[config.mk]
export PLATFORM = sky130hd
export DESIGN_NAME = he_ctrl_composer
export DESIGN_NICKNAME = d
export VERILOG_FILES = /design/src/rtl/he_ctrl_composer.sv
export SDC_FILE = /design/constraint.sdc
export NUM_CORES = 1
export LEC_CHECK = 0
export BUFFER_PORTS_ARGS = -buffer_cell sky130_fd_sc_hd__buf_2
export CORE_ASPECT_RATIO = 1.2
export CORE_UTILIZATION = 46
export CTS_BUF_LIST = sky130_fd_sc_hd__clkbuf_8
export CTS_CLUSTER_SIZE = 30
export DETAILED_ROUTE_END_ITERATION = 6
export GPL_TIMING_DRIVEN = 0
export PLACE_DENSITY = 0.65
export SLEW_MARGIN = 30
export SYNTH_ARGS = -nofsm -noshare
export SYNTH_HDL_FRONTEND = slang
export SYNTH_SLANG_ARGS = --single-unit
[constraint.sdc]
create_clock -name clk -period 2.9 [get_ports clk]
set_clock_uncertainty 0.05 [all_clocks]
set_input_delay 0.29 -clock clk [delete_from_list [all_inputs] [get_ports clk]]
set_output_delay 0.29 -clock clk [all_outputs]
set_load 0.02 [all_outputs]
[src/rtl/he_ctrl_composer.sv]
module he_ctrl_composer #(
  parameter int N_OVR = 16,
  localparam int IW = $clog2(N_OVR)
) (
  input  logic          clk,
  input  logic          rst_n,
  input  logic          cfg_we,
  input  logic [IW-1:0] cfg_waddr,
  input  logic [31:0]   cfg_wdata,
  input  logic          start,
  input  logic [2:0]    bw_code,
  input  logic [31:0]   base_w20,
  input  logic [31:0]   base_w40,
  input  logic [31:0]   base_w80,
  input  logic [31:0]   base_w160,
  input  logic [31:0]   base_w320,
  input  logic          ovr_en,
  input  logic [31:0]   ovr_mask,
  input  logic [IW-1:0] ovr_idx,
  input  logic [IW-1:0] ovr_idx_sr,
  input  logic [IW-1:0] ovr_idx_bsrp,
  input  logic          is_trig_resp,
  input  logic          is_bsrp_resp,
  input  logic          in_sr_window,
  input  logic          uph_en,
  input  logic [4:0]    uph_off,
  input  logic [5:0]    uph_info,
  input  logic [1:0]    uph_hi,
  input  logic          bqr_en,
  input  logic [4:0]    bqr_off,
  input  logic [7:0]    bqr_info,
  input  logic [1:0]    bqr_hi,
  input  logic          cas_en,
  input  logic [4:0]    cas_off,
  input  logic [7:0]    cas_info,
  output logic [31:0]   ctrl_word,
  output logic          done,
  output logic          off_err
);

  localparam logic [3:0] ID_UPH = 4'd4;
  localparam logic [3:0] ID_BQR = 4'd5;
  localparam logic [3:0] ID_CAS = 4'd6;
  localparam logic [4:0] OFF_MIN = 5'd2;
  localparam logic [4:0] OFF_MAX = 5'd20;

  function automatic logic in_range(input logic [4:0] off);
    return (off >= OFF_MIN) && (off <= OFF_MAX);
  endfunction

  function automatic logic [31:0] put_field(input logic [31:0] w, input logic [31:0] val,
                                            input logic [31:0] msk, input logic [4:0] off);
    logic [31:0] m;
    m = msk << off;
    return (w & ~m) | ((val << off) & m);
  endfunction

  logic [31:0] ovr_bank [N_OVR];

  always_ff @(posedge clk)
    if (cfg_we) ovr_bank[cfg_waddr] <= cfg_wdata;

  logic [31:0]   base_sel, ovr_word;
  logic [IW-1:0] idx_sel;
  logic          uph_go, bqr_go, cas_go, bad_off;

  always_comb begin
    case (bw_code)
      3'd1:    base_sel = base_w40;
      3'd2:    base_sel = base_w80;
      3'd3:    base_sel = base_w160;
      3'd4:    base_sel = base_w320;
      default: base_sel = base_w20;
    endcase
  end

  assign idx_sel  = is_bsrp_resp ? ovr_idx_bsrp : (in_sr_window ? ovr_idx_sr : ovr_idx);
  assign ovr_word = ovr_en ? ((base_sel & ~ovr_mask) | (ovr_bank[idx_sel] & ovr_mask)) : base_sel;

  assign uph_go  = uph_en && is_trig_resp && in_range(uph_off);
  assign cas_go  = cas_en && in_sr_window && in_range(cas_off);
  assign bqr_go  = bqr_en && is_bsrp_resp && in_range(bqr_off) && !(cas_go && cas_off == bqr_off);
  assign bad_off = (uph_en && !in_range(uph_off)) || (bqr_en && !in_range(bqr_off)) ||
                   (cas_en && !in_range(cas_off));

  logic        s1_vld, s1_uph, s1_bqr, s1_cas;
  logic [31:0] s1_word;
  logic [4:0]  s1_uph_off, s1_bqr_off, s1_cas_off;
  logic [11:0] s1_uph_pay, s1_cas_pay;
  logic [13:0] s1_bqr_pay;

  always_ff @(posedge clk or negedge rst_n) begin
    if (!rst_n) begin
      s1_vld <= 1'b0; s1_uph <= 1'b0; s1_bqr <= 1'b0; s1_cas <= 1'b0;
      s1_word <= '0; s1_uph_off <= '0; s1_bqr_off <= '0; s1_cas_off <= '0;
      s1_uph_pay <= '0; s1_bqr_pay <= '0; s1_cas_pay <= '0;
      off_err <= 1'b0;
    end else begin
      s1_vld <= start;
      if (start) begin
        s1_word    <= ovr_word;
        s1_uph     <= uph_go;
        s1_bqr     <= bqr_go;
        s1_cas     <= cas_go;
        s1_uph_off <= uph_off;
        s1_bqr_off <= bqr_off;
        s1_cas_off <= cas_off;
        s1_uph_pay <= {uph_hi, uph_info, ID_UPH};
        s1_bqr_pay <= {bqr_hi, bqr_info, ID_BQR};
        s1_cas_pay <= {cas_info, ID_CAS};
        if (bad_off) off_err <= 1'b1;
      end
    end
  end

  logic [31:0] w_uph, w_bqr, w_cas;

  assign w_uph = s1_uph ? put_field(s1_word, {20'd0, s1_uph_pay}, 32'h0000_0FFF, s1_uph_off) : s1_word;
  assign w_bqr = s1_bqr ? put_field(w_uph, {18'd0, s1_bqr_pay}, 32'h0000_3FFF, s1_bqr_off) : w_uph;
  assign w_cas = s1_cas ? put_field(w_bqr, {20'd0, s1_cas_pay}, 32'h0000_0FFF, s1_cas_off) : w_bqr;

  always_ff @(posedge clk or negedge rst_n) begin
    if (!rst_n) begin
      ctrl_word <= '0;
      done      <= 1'b0;
    end else begin
      done <= s1_vld;
      if (s1_vld) ctrl_word <= {w_cas[31:2], 2'b11};
    end
  end

  assert_stage1_follows_start_R10: assert property (@(posedge clk) disable iff (!rst_n)
    start |=> s1_vld);
  assert_done_follows_stage1_R10: assert property (@(posedge clk) disable iff (!rst_n)
    s1_vld |=> done);
  assert_word_held_R10: assert property (@(posedge clk) disable iff (!rst_n)
    !s1_vld |=> $stable(ctrl_word));
  assert_he_marker_R9: assert property (@(posedge clk) disable iff (!rst_n)
    done |-> ctrl_word[1:0] == 2'b11);
  assert_err_sticky_R8: assert property (@(posedge clk) disable iff (!rst_n)
    off_err |=> off_err);

endmodule

==> flow_metrics.py <==
metrics = {
    "route": {
        "remaining_drc_errors": 1,
        "routedWlPerCell_um": 30.4,
        "route.vias.total": 24600,
        "first_pass_iters": 7,
        "wl_um": 120000,
        "drt.antenna.violating_nets": 0,
        "drtIter0Drc": 2658,
        "avgViaCountPerCell": 6.23,
    },
    "worst_setup_path": {
        "timing.critical_path.mode_cell": "sky130_fd_sc_hd__a21oi_2",
        "timing.rr.start": "s1_uph_off[1]$_DFFE_PN0P_",
        "worst-setup-path-type": "reg -> reg",
        "setup_crit_start_kind": "flop",
        "reg2reg_setup_slack_ns": -0.01,
        "worst_ep_arrival_time_ns": 3.47,
        "worst_ep_required_time_ns": 3.45,
        "slowest_stage": "sky130_fd_sc_hd__nor4b_4",
        "timing.critical_path.slowest_cell_delay_ns": 0.44,
        "critical_path.reg2reg.endpoint": "ctrl_word[26]$_DFFE_PN0P_",
        "crit_path_end_kind": "flop",
        "worst_r2r_path_depth": 8,
        "critPathTopFamily": "compound AO/OA/AOI/OAI gates",
        "critical_path.max_fanout": 10,
        "critical_path_buf_inv_count": 2,
        "path_cells": "buf_4 -> buf_2 -> a21oi_2 -> o21ai_0 -> a21oi_2 -> nor4b_4 -> o311ai_2 -> a31o_2",
    },
    "synthesis": {
        "yosys.cell_count.top_type": "sky130_fd_sc_hd__edfxtp_1",
        "yosys_register_bits": 589,
        "ys.warnings.count": 0,
        "synth_top_cell_area_share_pct": 49.9,
        "synth_seq_area_share_pct": 59.4,
        "synthesis.area_per_instance_um2": 11.8,
        "synthesis.instances": 2450,
        "synth_top_flop_cell": "sky130_fd_sc_hd__edfxtp_1",
        "yosysUniqueCellTypes": 81,
        "synthesized_netlist_net_count": 2745,
        "synth_top_cell_by_area": "sky130_fd_sc_hd__edfxtp_1",
        "synthArstFlopShare_pct": 18.5,
        "post_synth_instance_area_um2": 28900,
        "synth-edff-count": 480,
        "yosys-top-cells-area": "sky130_fd_sc_hd__edfxtp_1 (50%), sky130_fd_sc_hd__dfrtp_1 (9.5%), sky130_fd_sc_hd__mux2i_1 (6.6%)",
        "synth_top_cells_by_count": "sky130_fd_sc_hd__edfxtp_1 (480), sky130_fd_sc_hd__nand2_1 (265), sky130_fd_sc_hd__nor2_1 (211)",
    },
    "floorplan": {
        "fp-row-count": 100,
        "die_h_um": 276,
        "core_area_um2": 62100,
        "i_o_pins": 329,
        "initial_utilization_pct": 46.5,
        "dieWidth_um": 231,
        "fp.dieArea_um2": 63700,
    },
    "run_status": {
        "failed_checks": "design-rule violations, negative setup slack",
        "run_status": "finished with violations",
    },
    "clock_network": {
        "cts_made_buffers": 95,
        "cts_tree": "yes",
        "ctsLongestPathBuffers": 3,
        "clock_sink_count": 589,
        "ctsRootBufferMaster": "sky130_fd_sc_hd__clkbuf_8",
        "worstSkewPairLatency_ns": 0.73,
        "cts-htree-levels": 3,
        "path_clk_slew_ns": 0.06,
        "cts_setup_buffers": 0,
    },
    "grt": {
        "grt_overflow_total": 0,
        "antenna_found_initial": 3,
        "grt_util_all_layers_pct": 37.3,
        "grt_start_max_net_pins": 71,
        "grt_pass1_wl_um": 169000,
        "number_of_global_route_vias_before_repair": 24700,
    },
    "placed_design": {
        "port_buffers": 310,
        "globalplace.congestion": 1.05,
        "place_hpwl_um": 88400,
        "dpl-instance-area_um2": 32300,
    },
    "timing": {
        "setup_violations": 1,
        "min_period_over_period_pct": 101,
        "worst-slew-pin-transition_ns": 1.03,
        "slew_viol_final": 0,
        "final_critical_path_setup_slack_ns": -0.0147,
        "timing.fmax_mhz": 343,
        "hold_ws_ns": 0.0451,
        "final.min_clock_period_ns": 2.91,
        "timing.final.hold_violations": 0,
        "totalNegativeSetupSlack_ns": -0.0147,
        "worst_slew_margin_rel_pct": 30.9,
    },
    "hold_path": {
        "path_class_of_the_lowest_slack_min_delay_path": "in -> async",
    },
    "power_and_ir_drop": {
        "power_density_nw_per_um2": 594,
        "report.power.total_mw": 21.3,
        "irDropWorstVdd_mv": 0.441,
        "p_leak_nw": 13.3,
    },
    "cells_and_area": {
        "area.growth.synth_to_final_pct": 24.3,
        "final_core_util_pct": 57.8,
        "nFillCells": 5147,
        "final_net_count": 3334,
        "multiInputGateArea_um2": 11100,
        "finalInstanceArea_um2": 35900,
        "sequential_area_um2": 17100,
        "final_layout_size_suffix_gt1_share_pct": 22.7,
    },
    "flow_run": {
        "cap_violations": 0,
    },
}
==> where the power goes <==
group | switching, mW | leakage [nW] | total, mW | internal [mW]
sequential | 0.341 | 5.58 | 9.86 | 9.52
combinational | 2.76 | 6.65 | 4.25 | 1.49
clock | 3.54 | 1.08 | 7.18 | 3.64
==> worst reg2reg max path, cell delays in order (launching register included) <==
cell	delay [ns]
sky130_fd_sc_hd__dfrtp_1	0.43
sky130_fd_sc_hd__buf_4	0.20
sky130_fd_sc_hd__buf_2	0.21
sky130_fd_sc_hd__a21oi_2	0.37
sky130_fd_sc_hd__o21ai_0	0.17
sky130_fd_sc_hd__a21oi_2	0.36
sky130_fd_sc_hd__nor4b_4	0.44
sky130_fd_sc_hd__o311ai_2	0.28
sky130_fd_sc_hd__a31o_2	0.30
==> cells by family (layout without fill, tap and decap cells) <==
logic type | after synthesis | count (layout) | synth area share (%)
AO/OA/AOI/OAI | 611 | 611 | 14.3
XOR/XNOR | 7 | 7 | 0.212
buffers and inverters | 209 | 881 | 3.22
AND/OR/NAND/NOR | 743 | 743 | 11.7
other | 0 | 4 | 0
multiplexers | 291 | 291 | 11.2
flip-flops | 589 | 589 | 59.4
==> area by class of cell <==
cell class                      instances  area share (%)
Multi-Input combinational cell       1652            30.9
Sequential cell                       589            47.8
Clock buffer                          101            3.88
Tap cell                              816            2.85
Inverter                               17           0.178
Buffer                                192            2.46
Timing Repair Buffer                  492            10.5
Clock inverter                         79            1.41
Antenna cell                            4          0.0279
==> registers in the layout (all words and copies together) (netlist names) <==
signal,count
s1_uph_pay,8
off_err,1
s1_cas,1
ctrl_word,31
s1_vld,1
ovr_bank,480
s1_word,30
s1_bqr_pay,11
s1_uph_off,5
s1_bqr_off,5
s1_bqr,1
done,1
s1_cas_off,5
s1_cas_pay,8
s1_uph,1
==> per-stage QoR <==
stage	cells	setup slack [ns]
floorplan	2450	0.339
global placement	3576	-1.49
detailed placement	3610	-0.601
CTS	3938	0.00610
global route	3939	-0.0471
finish	3942	-0.0147
==> worst max path at each step <==
stage / from / end / slack, ns / cells after the start
floorplan: cfg_waddr[2] / ovr_bank[1][10]$_DFFE_PP_ / 0.34 / 2
global placement: cfg_waddr[2] / ovr_bank[2][14]$_DFFE_PP_ / -1.49 / 3
detailed placement: s1_bqr_pay[2]$_DFFE_PN0P_ / ctrl_word[25]$_DFFE_PN0P_ / -0.60 / 8
CTS: s1_bqr_off[1]$_DFFE_PN0P_ / ctrl_word[19]$_DFFE_PN0P_ / 0.006 / 6
global route: s1_uph$_DFFE_PN0P_ / ctrl_word[16]$_DFFE_PN0P_ / -0.05 / 7
finish: s1_uph_off[1]$_DFFE_PN0P_ / ctrl_word[26]$_DFFE_PN0P_ / -0.01 / 8
==> layout by cell type (no fill, tap or decap), types with 14 or more instances in the layout <==
master / synthesis / final
sky130_fd_sc_hd__mux2_2: 83 / 83
sky130_fd_sc_hd__o22ai_1: 49 / 49
sky130_fd_sc_hd__buf_2: 48 / 361
sky130_fd_sc_hd__a41oi_1: 30 / 30
sky130_fd_sc_hd__nand2b_1: 23 / 23
sky130_fd_sc_hd__a22oi_1: 68 / 68
sky130_fd_sc_hd__o211ai_1: 35 / 35
sky130_fd_sc_hd__mux4_2: 14 / 14
sky130_fd_sc_hd__nand2_1: 265 / 265
sky130_fd_sc_hd__mux2i_1: 191 / 190
sky130_fd_sc_hd__and2_1: 37 / 37
sky130_fd_sc_hd__nor2b_1: 23 / 23
sky130_fd_sc_hd__a21oi_1: 96 / 92
sky130_fd_sc_hd__nor2_1: 211 / 197
sky130_fd_sc_hd__dlygate4sd3_1: 0 / 148
sky130_fd_sc_hd__o21ai_0: 121 / 119
sky130_fd_sc_hd__a31oi_1: 47 / 47
sky130_fd_sc_hd__edfxtp_1: 480 / 480
sky130_fd_sc_hd__o2111ai_1: 31 / 31
sky130_fd_sc_hd__clkinv_1: 2 / 22
sky130_fd_sc_hd__buf_16: 0 / 21
sky130_fd_sc_hd__clkbuf_8: 0 / 101
sky130_fd_sc_hd__nor3_1: 27 / 22
sky130_fd_sc_hd__nand3_1: 87 / 87
sky130_fd_sc_hd__clkbuf_1: 113 / 103
sky130_fd_sc_hd__dfrtp_1: 109 / 109
sky130_fd_sc_hd__inv_1: 15 / 47
==> routing by layer <==
metal	GRT usage, %	up-vias	share of wire (%)
met1	42.5	12100	35
met4	25.1	0	7.8
met2	63.7	1476	49
met5	0	-	0
met3	6.69	383	7.7
li1	-	10600	-
==> repair_timing <==
action	in CTS	in global routing
cloned	0	0
hold endpoints to repair	665	0
hold buffers	148	0
endpoints found under the setup margin	22	30
pin swaps	0	0
resized for setup	17	30
No activity file was read; power rests on OpenSTA's default activity.
